File: src/rtl/sercom_pkg.sv
package sercom_pkg;
   // Control byte, most significant field first; bit positions are fixed.
   typedef struct packed {
      logic       tx_irq_en;   // 7
      logic       rx_irq_en;   // 6
      logic       tx_en;       // 5
      logic       rx_en;       // 4
      logic       mp_irq_en;   // 3
      logic       tend_irq_en; // 2
      logic [1:0] clk_sel;     // 1..0
   } ctrl_t;

   localparam int unsigned NUM_FLAGS = 5;
   localparam int unsigned FLG_TXE   = 0;
   localparam int unsigned FLG_RXF   = 1;
   localparam int unsigned FLG_FER   = 2;
   localparam int unsigned FLG_PER   = 3;
   localparam int unsigned FLG_OVR   = 4;
   localparam logic [NUM_FLAGS-1:0] FLAG_RST = 5'b00001;
endpackage

File: src/rtl/sercom_ctrl_reg.sv
module sercom_ctrl_reg
   import sercom_pkg::*;
(
   input  logic  clk,
   input  logic  rst_n,
   input  logic  standby_i,
   input  logic  wr_i,
   input  ctrl_t wdata_i,
   output ctrl_t ctrl_o
);
   ctrl_t ctrl_q;

   always_ff @(posedge clk or negedge rst_n) begin
      if (!rst_n)
         ctrl_q <= '0;
      else if (standby_i)
         ctrl_q <= '0;
      else if (wr_i)
         ctrl_q <= wdata_i;
   end

   assign ctrl_o = ctrl_q;
endmodule

File: src/rtl/sercom_flag_cell.sv
module sercom_flag_cell #(
   parameter logic RESET_VAL = 1'b0
) (
   input  logic clk,
   input  logic rst_n,
   input  logic set_i,
   input  logic rd_i,
   input  logic wr_i,
   input  logic wbit_i,
   output logic flag_o,
   output logic arm_o
);
   logic flag_q, arm_q, clr_ok;

   // A zero written while armed is a legal clear.
   assign clr_ok = wr_i & ~wbit_i & arm_q;

   always_ff @(posedge clk or negedge rst_n) begin
      if (!rst_n) begin
         flag_q <= RESET_VAL;
         arm_q  <= 1'b0;
      end else begin
         if (set_i)
            flag_q <= 1'b1;
         else if (clr_ok)
            flag_q <= 1'b0;

         if (clr_ok)
            arm_q <= 1'b0;
         else if (rd_i && flag_q)
            arm_q <= 1'b1;
      end
   end

   assign flag_o = flag_q;
   assign arm_o  = arm_q;
endmodule

File: src/rtl/sercom_irq_gen.sv
module sercom_irq_gen #(
   parameter int unsigned NFLAG = 5
) (
   input  logic             tx_irq_en_i,
   input  logic             rx_irq_en_i,
   input  logic [NFLAG-1:0] flags_i,
   output logic             irq_tx_o,
   output logic             irq_rx_o,
   output logic             irq_err_o
);
   localparam int unsigned ERR_LO = 2;

   logic any_err;

   assign any_err   = |flags_i[NFLAG-1:ERR_LO];
   assign irq_tx_o  = flags_i[0] & tx_irq_en_i;
   assign irq_rx_o  = flags_i[1] & rx_irq_en_i;
   assign irq_err_o = any_err & rx_irq_en_i;
endmodule

File: src/rtl/sercom_ctl_irq.sv
module sercom_ctl_irq
   import sercom_pkg::*;
#(
   parameter int unsigned ADDR_W    = 1,
   parameter int unsigned DATA_W    = 8,
   parameter int unsigned CTRL_ADDR = 0,
   parameter int unsigned STAT_ADDR = 1
) (
   input  logic              clk,
   input  logic              rst_n,
   input  logic              standby_i,
   input  logic [ADDR_W-1:0] addr_i,
   input  logic              wr_i,
   input  logic              rd_i,
   input  logic [DATA_W-1:0] wdata_i,
   output logic [DATA_W-1:0] rdata_o,
   input  logic              tx_moved_i,
   input  logic              rx_filled_i,
   input  logic              err_frame_i,
   input  logic              err_parity_i,
   input  logic              err_overrun_i,
   output logic              tx_en_o,
   output logic              rx_en_o,
   output logic [1:0]        clk_src_o,
   output logic              irq_tx_empty_o,
   output logic              irq_rx_full_o,
   output logic              irq_rx_err_o
);
   localparam int unsigned PAD_W = DATA_W - NUM_FLAGS;

   if (DATA_W != $bits(ctrl_t)) begin : g_bad_width
      $error("sercom_ctl_irq: DATA_W must equal the control byte width");
   end
   if (CTRL_ADDR == STAT_ADDR) begin : g_bad_addr
      $error("sercom_ctl_irq: register addresses must differ");
   end
   if (STAT_ADDR >= (1 << ADDR_W) || CTRL_ADDR >= (1 << ADDR_W)) begin : g_bad_range
      $error("sercom_ctl_irq: address outside ADDR_W range");
   end

   logic                 ctrl_sel, stat_sel;
   logic                 ctrl_wr, stat_wr, stat_rd;
   ctrl_t                ctrl_q;
   logic [NUM_FLAGS-1:0] set_vec, flags_q, arm_q;

   assign ctrl_sel = (addr_i == ADDR_W'(CTRL_ADDR));
   assign stat_sel = (addr_i == ADDR_W'(STAT_ADDR));
   assign ctrl_wr  = wr_i & ctrl_sel;
   assign stat_wr  = wr_i & stat_sel;
   assign stat_rd  = rd_i & stat_sel & ~wr_i;

   sercom_ctrl_reg u_ctrl (
      .clk       (clk),
      .rst_n     (rst_n),
      .standby_i (standby_i),
      .wr_i      (ctrl_wr),
      .wdata_i   (ctrl_t'(wdata_i)),
      .ctrl_o    (ctrl_q)
   );

   assign set_vec = {err_overrun_i, err_parity_i, err_frame_i, rx_filled_i, tx_moved_i};

   for (genvar i = 0; i < NUM_FLAGS; i++) begin : g_flag
      sercom_flag_cell #(.RESET_VAL(FLAG_RST[i])) u_cell (
         .clk    (clk),
         .rst_n  (rst_n),
         .set_i  (set_vec[i]),
         .rd_i   (stat_rd),
         .wr_i   (stat_wr),
         .wbit_i (wdata_i[i]),
         .flag_o (flags_q[i]),
         .arm_o  (arm_q[i])
      );
   end

   sercom_irq_gen #(.NFLAG(NUM_FLAGS)) u_irq (
      .tx_irq_en_i (ctrl_q.tx_irq_en),
      .rx_irq_en_i (ctrl_q.rx_irq_en),
      .flags_i     (flags_q),
      .irq_tx_o    (irq_tx_empty_o),
      .irq_rx_o    (irq_rx_full_o),
      .irq_err_o   (irq_rx_err_o)
   );

   always_comb begin
      if (ctrl_sel)
         rdata_o = ctrl_q;
      else if (stat_sel)
         rdata_o = {{PAD_W{1'b0}}, flags_q};
      else
         rdata_o = '0;
   end

   assign tx_en_o   = ctrl_q.tx_en;
   assign rx_en_o   = ctrl_q.rx_en;
   assign clk_src_o = ctrl_q.clk_sel;
endmodule

File: config.mk
export PLATFORM = sky130hd
export DESIGN_NAME = sercom_ctl_irq
export DESIGN_NICKNAME = d
export VERILOG_FILES = /design/src/rtl/sercom_pkg.sv /design/src/rtl/sercom_ctrl_reg.sv /design/src/rtl/sercom_flag_cell.sv /design/src/rtl/sercom_irq_gen.sv /design/src/rtl/sercom_ctl_irq.sv
export SDC_FILE = /design/constraint.sdc
export NUM_CORES = 1
export LEC_CHECK = 0
export ABC_CLOCK_PERIOD_IN_PS = 2200
export CAP_MARGIN = 20
export CORE_MARGIN = 2
export CORE_UTILIZATION = 39
export CTS_BUF_LIST = sky130_fd_sc_hd__clkbuf_16
export DETAILED_ROUTE_END_ITERATION = 6
export PLACE_DENSITY = 0.78
export SETUP_SLACK_MARGIN = 0.5
export SYNTH_ARGS = -nofsm -noshare
export SYNTH_HDL_FRONTEND = slang
export SYNTH_SLANG_ARGS = --single-unit
File: constraint.sdc
create_clock -name clk -period 2.2 [get_ports clk]
set_clock_uncertainty 0.05 [all_clocks]
set_input_delay 0.55 -clock clk [delete_from_list [all_inputs] [get_ports clk]]
set_output_delay 0.55 -clock clk [all_outputs]
set_load 0.1 [all_outputs]
# Word-level counts from Yosys, hierarchy flattened
# Index checks and enable logic that the tools add are counted.
# W data, S select, Z words.
[totals]
regBits = 18
latchBits = 0
ram_bits = 0
mem_bits_ro = 0
input_bits = 19
output_inout_bits = 15
wordCells = 81
mem_count = 0
[op_classes]
n_addsub = 0
mul = 0
div_mod_pow = 0
n_lt_le_gt_ge = 0
n_eq_ne = 0
n_shift = 0
muxes = 23
bitwise = 24
n_reduce_logical = 17
[ops]
columns = ["operator", "count"]
rows = [
  ["$mux W8", 3],
  ["$reduce_bool A2 Y1", 11],
  ["$mux W1", 20],
  ["$and A1 B1 Y1", 17],
  ["$not A1 Y1", 7],
  ["$logic_and A1 B1 Y1", 5],
  ["$reduce_or A3 Y1", 1],
]

# Longest topological paths before layout
# Gate-level depths: netlist of the first run.
[logic_depth]
depth_word = 5
ltp_mapped = 5
ltp_nobuf = 3

# Modules after synthesis
# A second synthesis of the first run with hierarchy kept.
[hier_totals]
cells_unflattened = 81
area_unflattened_um2 = 939.7
[by_module_without_submodules]
columns = ["mod", "instances", "cells_per_inst", "area_each_um2", "seq_area_each_um2"]
rows = [
  ["sercom_flag_cell (g_flag[1].u_cell ...)", 4, 8, 91.3, 50.0],
  ["sercom_ctrl_reg", 1, 26, 325.3, 200.2],
  ["sercom_ctl_irq", 1, 12, 135.1, 0.0],
  ["sercom_flag_cell (g_flag[0].u_cell)", 1, 8, 92.6, 51.3],
  ["sercom_irq_gen", 1, 3, 21.3, 0.0],
]

# Worst setup path before layout of the first run
# No wires, ideal clock.
[synth_timing]
path_kind = "in2out"
from = "input addr_i"
to = "output rdata_o[6]"
t_arrival_ps = 2160
required_ps = 1600
setup_slack_ps = -560
stages = 3
n_path_buf = 2
cell_sequence = "buf_6 -> clkbuf_8 -> nor2b_1"
[synth_via]
elab_chain_cells = 1
[synth_lines]
columns = ["item", "line_no", "text"]
rows = [
  ["from (decl)", "sercom_ctl_irq.sv:12", "input logic [ADDR_W-1:0] addr_i,"],
  ["$mux W8", "sercom_ctl_irq.sv:86", "if (ctrl_sel)"],
  ["to (decl)", "sercom_ctl_irq.sv:16", "output logic [DATA_W-1:0] rdata_o,"],
]
# Every way passes these cells.

# Worst setup path after layout of the first run
[layout_timing]
from = "input addr_i"
to = "output rdata_o[3]"
# The elaborated chain is that of the path after synthesis.

==> summary.txt, run 1 <==
Pwr
  – Leak: 0.647 nW
  – Pwr Total: 1.04 mW
  – Peak supply drop: 0.530 mV
  – Cell area power density: 686 nW/um2

Synth
  – Post-synth top area share: 0.471
  – Sequential-to-total area share from yosys stat: 0.500
  – Dominant cells by area after synthesis: dfrtp_1 (47%), mux2i_1 (8.9%), a21oi_1 (5.5%)
  – Unique masters post-synth: 21
  – Synth Instances: 80
  – Yosys top cell by area: dfrtp_1
  – Number of synthesized register bits: 18
  – Syn Area/Cell: 11.3 um2
  – Synthesized area: 903 um2
  – Synth Warn #: 0
  – Synthesized Nets: 99

Global routing
  – GRT overflow: 0
  – Initial antenna violation count: 0
  – Total global-route track usage: 0.215
  – First-pass GRT wire length: 4130 um
  – Vias in the first global route: 787
  – Largest net degree at the start of global routing: 11

Clock tree
  – CTS Buffer Depth: 2
  – CTS tree: done
  – H-tree level count: 1
  – Hold-fix buffers, CTS: 0
  – Worst-skew pair later-pin latency: 250 ps
  – TritonCTS buffer count: 3
  – Clk slew on worst S/H paths: 50 ps
  – Root Buffer: clkbuf_16
  – TritonCTS Sinks: 18

Min path
  – HP Class: reg -> reg
  – Hold wc startpoint: u_ctrl.ctrl_o[2]

Final layout
  – Register area: 454 um2
  – Fin cells: 147
  – Commonest non-fill, non-tap cell in the layout: clkdlybuf4s50_1
  – Fillers: 161
  – Most frequent cells in the layout: clkdlybuf4s50_1 (17), dfrtp_1 (15), buf_12 (11)
  – Share of cells above drive strength 1: 0.361
  – Antenna cells: 0
  – Nets: 139
  – Multi-input gate area: 425 um2
  – Area grow syn2layout: 67.3%

STA
  – Slew HR: 0.721
  – Worst Tran Pin Value: 417 ps
  – Tcrit/Tclk final: 0.846
  – F_max: 0.537 GHz
  – Max Slew Vio Count: 0
  – Worst Hold Slack: 491 ps
  – Final WS setup: 339 ps
  – Setup-failing EPs final: 0
  – Setup TNS: 0 ps
  – Min Tclk post-route: 1860 ps
  – Hold Vio Cnt, Final: 0
  – RSZ-0062 raised after global routing: true

Critical path
  – CP Data Required Time: 1600 ps
  – Max FO, Critical Path: 6
  – Crit path launch type: input port
  – Kind of critical path: in -> out
  – CP arrival: 1260 ps
  – R2R Path Start: g_flag[0].u_cell.flag_o
  – Reg-to-reg slack, setup: 1240 ps
  – Worst Setup End Kind: output pin
  – Setup crit start: addr_i

Route
  – Residual DRC: 0
  – WL/cell: 16.4 um
  – Final WL: 2410 um
  – DRT antenna net count: 0
  – Router iterations before antenna repair: 4
  – Via count: 745
  – Vias per inst: 5.07
  – First-iteration detailed-routing DRC count: 17

Floorplan
  – Die width: 52.1 um
  – I/O Pins: 34
  – Core region area: 2190 um2
  – Initial core utilization: 0.412
  – Die ar.: 2720 um2
  – FP Rows: 17
  – Die Ht: 52.1 um

Place
  – Pre-CTS setup slack: -141 ps
  – I/O Buffers: 33
  – GP Congestion: 0.772
  – DP Wirelength: 1670 um
  – DP Cell Count: 140

Flow run
  – Max_cap viols: 0

Outcome
  – Status: complete, no violations
[cell type report]
cell class	instances	share of cell area
clock buffer	3	0.0497
clock inverter	1	0.00248
inverter	1	0.00248
multi-input combinational	54	0.281
sequential	18	0.300
tap	28	0.0232
timing repair buffer	42	0.340
[cells by family after synthesis]
logic type             after synthesis  synth area share
buffers and inverters                8            0.0706
multiplexers                        13             0.155
flip-flops                          18             0.500
AO/OA/AOI/OAI                       21             0.134
AND/OR/NAND/NOR                     20             0.140
[final timing paths]
kind                       depth (start not counted)                      end
setup reg to reg                                   3   g_flag[0].u_cell.arm_o
setup / recovery                                   4               rdata_o[3]
min in group asynchronous                          1  g_flag[4].u_cell.flag_o
hold / removal                                     2         u_ctrl.ctrl_o[2]
hold reg to reg                                    2         u_ctrl.ctrl_o[2]
max in group asynchronous                          2         u_ctrl.ctrl_o[1]
[synth_stat cells]
cell type / count
dfrtp_1: 17
a21oi_1: 10
mux2i_1: 8
nor2_1: 8
a21o_1: 5
nand4b_1: 5
o21ai_0: 5
mux2_2: 4
and2_1: 3
buf_4: 2
buf_6: 2
nor2b_1: 2
and2b_1: 1
buf_1: 1
buf_2: 1
clkbuf_8: 1
dfstp_2: 1
inv_1: 1
mux2_4: 1
nor2b_4: 1
o31a_1: 1
[state kept, by name, indices dropped and copies added (netlist names)]
name and count:
g_flag.u_cell.flag_o 5, u_ctrl.ctrl_o 8, g_flag.u_cell.arm_o 5
[per-stage QoR]
stage	utilization	cell area [um2]
3_5_place_dp	0.630	1380
3_3_place_gp	0.630	1380
6_report	0.690	1510
5_1_grt	0.690	1510
2_1_floorplan	-	946
4_1_cts	0.690	1510
[power breakdown]
| group | switching, mW | internal (mW) |
|---|---|---|
| Clock | 0.119 | 0.241 |
| Sequential | 0.0159 | 0.353 |
| Combinational | 0.179 | 0.128 |
| Total | 0.314 | 0.722 |
[per-layer routing]
layer | track usage | vias to the layer above | wire length [um]
met5 | 0 | - | 0
met4 | 0.0769 | 0 | 40
met3 | 0.0287 | 4 | 104
met2 | 0.363 | 21 | 1220
met1 | 0.280 | 362 | 1050
li1 | - | 358 | -
[worst max-delay path, cell delays in order]
cell    delay (ps)
buf_8          100
buf_6          130
mux2_4         310
buf_12         170
[repair_timing]
item | CTS | global route
buffers inserted | 3 | 0
setup endpoints to repair | 23 | 9
gates resized for setup | 14 | 0
No activity file was read; power rests on OpenSTA's default activity.
==> run 2: changes to the inputs <==
ABC_CLOCK_PERIOD_IN_PS = 1800   (was 2200)
clock period = 1.8 ns   (was 2.2 ns; I/O delays follow)
==> summary.txt, run 2 (synthesized netlist as in run 1, its figures left out) <==
STA
  – Setup-failing EPs final: 0
  – Min Tclk post-route: 1700 ps
  – Worst Tran Pin Value: 392 ps
  – Max Slew Vio Count: 0
  – F_max: 0.587 GHz
  – RSZ-0062 raised after global routing: true
  – Tcrit/Tclk final: 0.947
  – Hold Vio Cnt, Final: 0
  – Final WS setup: 95.8 ps
  – Slew HR: 0.738
  – Setup TNS: 0 ps

Global routing
  – Largest net degree at the start of global routing: 19
  – Vias in the first global route: 834
  – Total global-route track usage: 0.217
  – Initial antenna violation count: 0
  – First-pass GRT wire length: 4130 um
  – GRT overflow: 0

Place
  – GP Congestion: 0.785
  – I/O Buffers: 33
  – Pre-CTS setup slack: -336 ps
  – DP Wirelength: 1670 um

Critical path
  – CP arrival: 1200 ps
  – CP Data Required Time: 1300 ps
  – Worst Setup End Kind: output pin
  – Crit path launch type: input port
  – Kind of critical path: in -> out
  – R2R Path Start: g_flag[0].u_cell.flag_o
  – RR Endpoint: g_flag[0].u_cell.arm_o
  – Reg2reg path depth: 3
  – Max FO, Critical Path: 4
  – Reg-to-reg slack, setup: 850 ps

Clock tree
  – TritonCTS buffer count: 3
  – H-tree level count: 1
  – Worst-skew pair later-pin latency: 250 ps
  – Hold-fix buffers, CTS: 0
  – Clk slew on worst S/H paths: 50 ps
  – CTS Buffer Depth: 2
  – Root Buffer: clkbuf_16
  – TritonCTS Sinks: 18
  – CTS tree: done

Final layout
  – Most frequent cells in the layout: clkdlybuf4s50_1 (16), buf_12 (16), dfrtp_1 (15)
  – Register area: 454 um2
  – Largest register FFs: 8
  – Nets: 148
  – Share of cells above drive strength 1: 0.422
  – Fillers: 153
  – Multi-input gate area: 432 um2
  – Antenna cells: 0
  – Area grow syn2layout: 85.0%

Pwr
  – Peak supply drop: 0.727 mV
  – Leak: 0.717 nW
  – Cell area power density: 787 nW/um2

Floorplan
  – Die Ht: 52.1 um
  – Die width: 52.1 um
  – FP Rows: 17
  – Core region area: 2190 um2
  – Die ar.: 2720 um2
  – Initial core utilization: 0.412
  – I/O Pins: 34

Min path
  – Hold wc startpoint: g_flag[0].u_cell.flag_o
  – WHS Endpoint: g_flag[0].u_cell.flag_o
  – HP Class: reg -> reg
  – Hold Path Cell Cnt: 1

Route
  – Final WL: 2570 um
  – WL/cell: 16.5 um
  – Router iterations before antenna repair: 4
  – Vias per inst: 5.18
  – DRT antenna net count: 0
  – First-iteration detailed-routing DRC count: 14
  – Via count: 808
  – Residual DRC: 0

Flow run
  – Max_cap viols: 0

Outcome
  – Status: complete, no violations
run 2: what timing repair did:
item | 4_1_cts | 5_1_grt
setup buffers | 7 | 5
setup endpoints to repair | 33 | 27
gates resized for setup | 14 | 6
pin swaps | 2 | 3
run 2: layout make-up:
cell class	instances	area share
clock buffer	3	0.0449
clock inverter	1	0.00225
inverter	1	0.00374
multi-input combinational	54	0.258
sequential	18	0.272
tap	28	0.0210
timing repair buffer	51	0.398
run 2: per-stage QoR:
stage / power [mW] / cell area (um2) / std cells / hold WS (ps) / util
finish: 1.32 / 1670 / 156 / 481 / 0.763
global route: 1.37 / 1670 / 156 / 499 / 0.763
CTS: 1.31 / 1620 / 151 / 479 / 0.739
detailed placement: 0.842 / 1460 / 140 / 466 / 0.665
global placement: 0.834 / 1460 / 140 / 454 / 0.665
floorplan: 0.690 / 965 / 80 / 104 / -
run 2: per-layer routing:
layer  vias up  GRT usage  wire (um)
met2        32      0.359       1300
li1        373          -          -
met5         -          0          0
met3         5     0.0287        130
met4         0      0.115         39
met1       398      0.275       1100
run 2: critical path: stages:
cell and delay [ps]:
buf_8 100, buf_6 120, buf_6 120, and2b_4 250, buf_12 160
run 2: worst max path at each step:
| stage | start | to | slack, ps | depth (start not counted) |
|---|---|---|---|---|
| 6_report | addr_i | rdata_o[5] | 100 | 5 |
| 5_1_grt | addr_i | rdata_o[5] | 80 | 5 |
| 3_3_place_gp | addr_i | rdata_o[4] | -330 | 4 |
| 4_1_cts | g_flag[2].u_cell.flag_o | irq_rx_err_o | 90 | 2 |
| 2_1_floorplan | addr_i | rdata_o[6] | 80 | 3 |
| 3_5_place_dp | addr_i | rdata_o[0] | -340 | 4 |
run 2: power breakdown:
part	leakage, nW	switching, mW	internal, mW	total, mW
sequential	0.216	0.0221	0.431	0.453
combinational	0.463	0.227	0.186	0.413
clock	0.0385	0.153	0.296	0.449
total	0.717	0.403	0.913	1.32
==> run 3: changes to the inputs <==
SLEW_MARGIN = 25   (was default)
==> results of run 3 <==
Same layout as run 2: the final DEF is identical, and so are final timing and power.
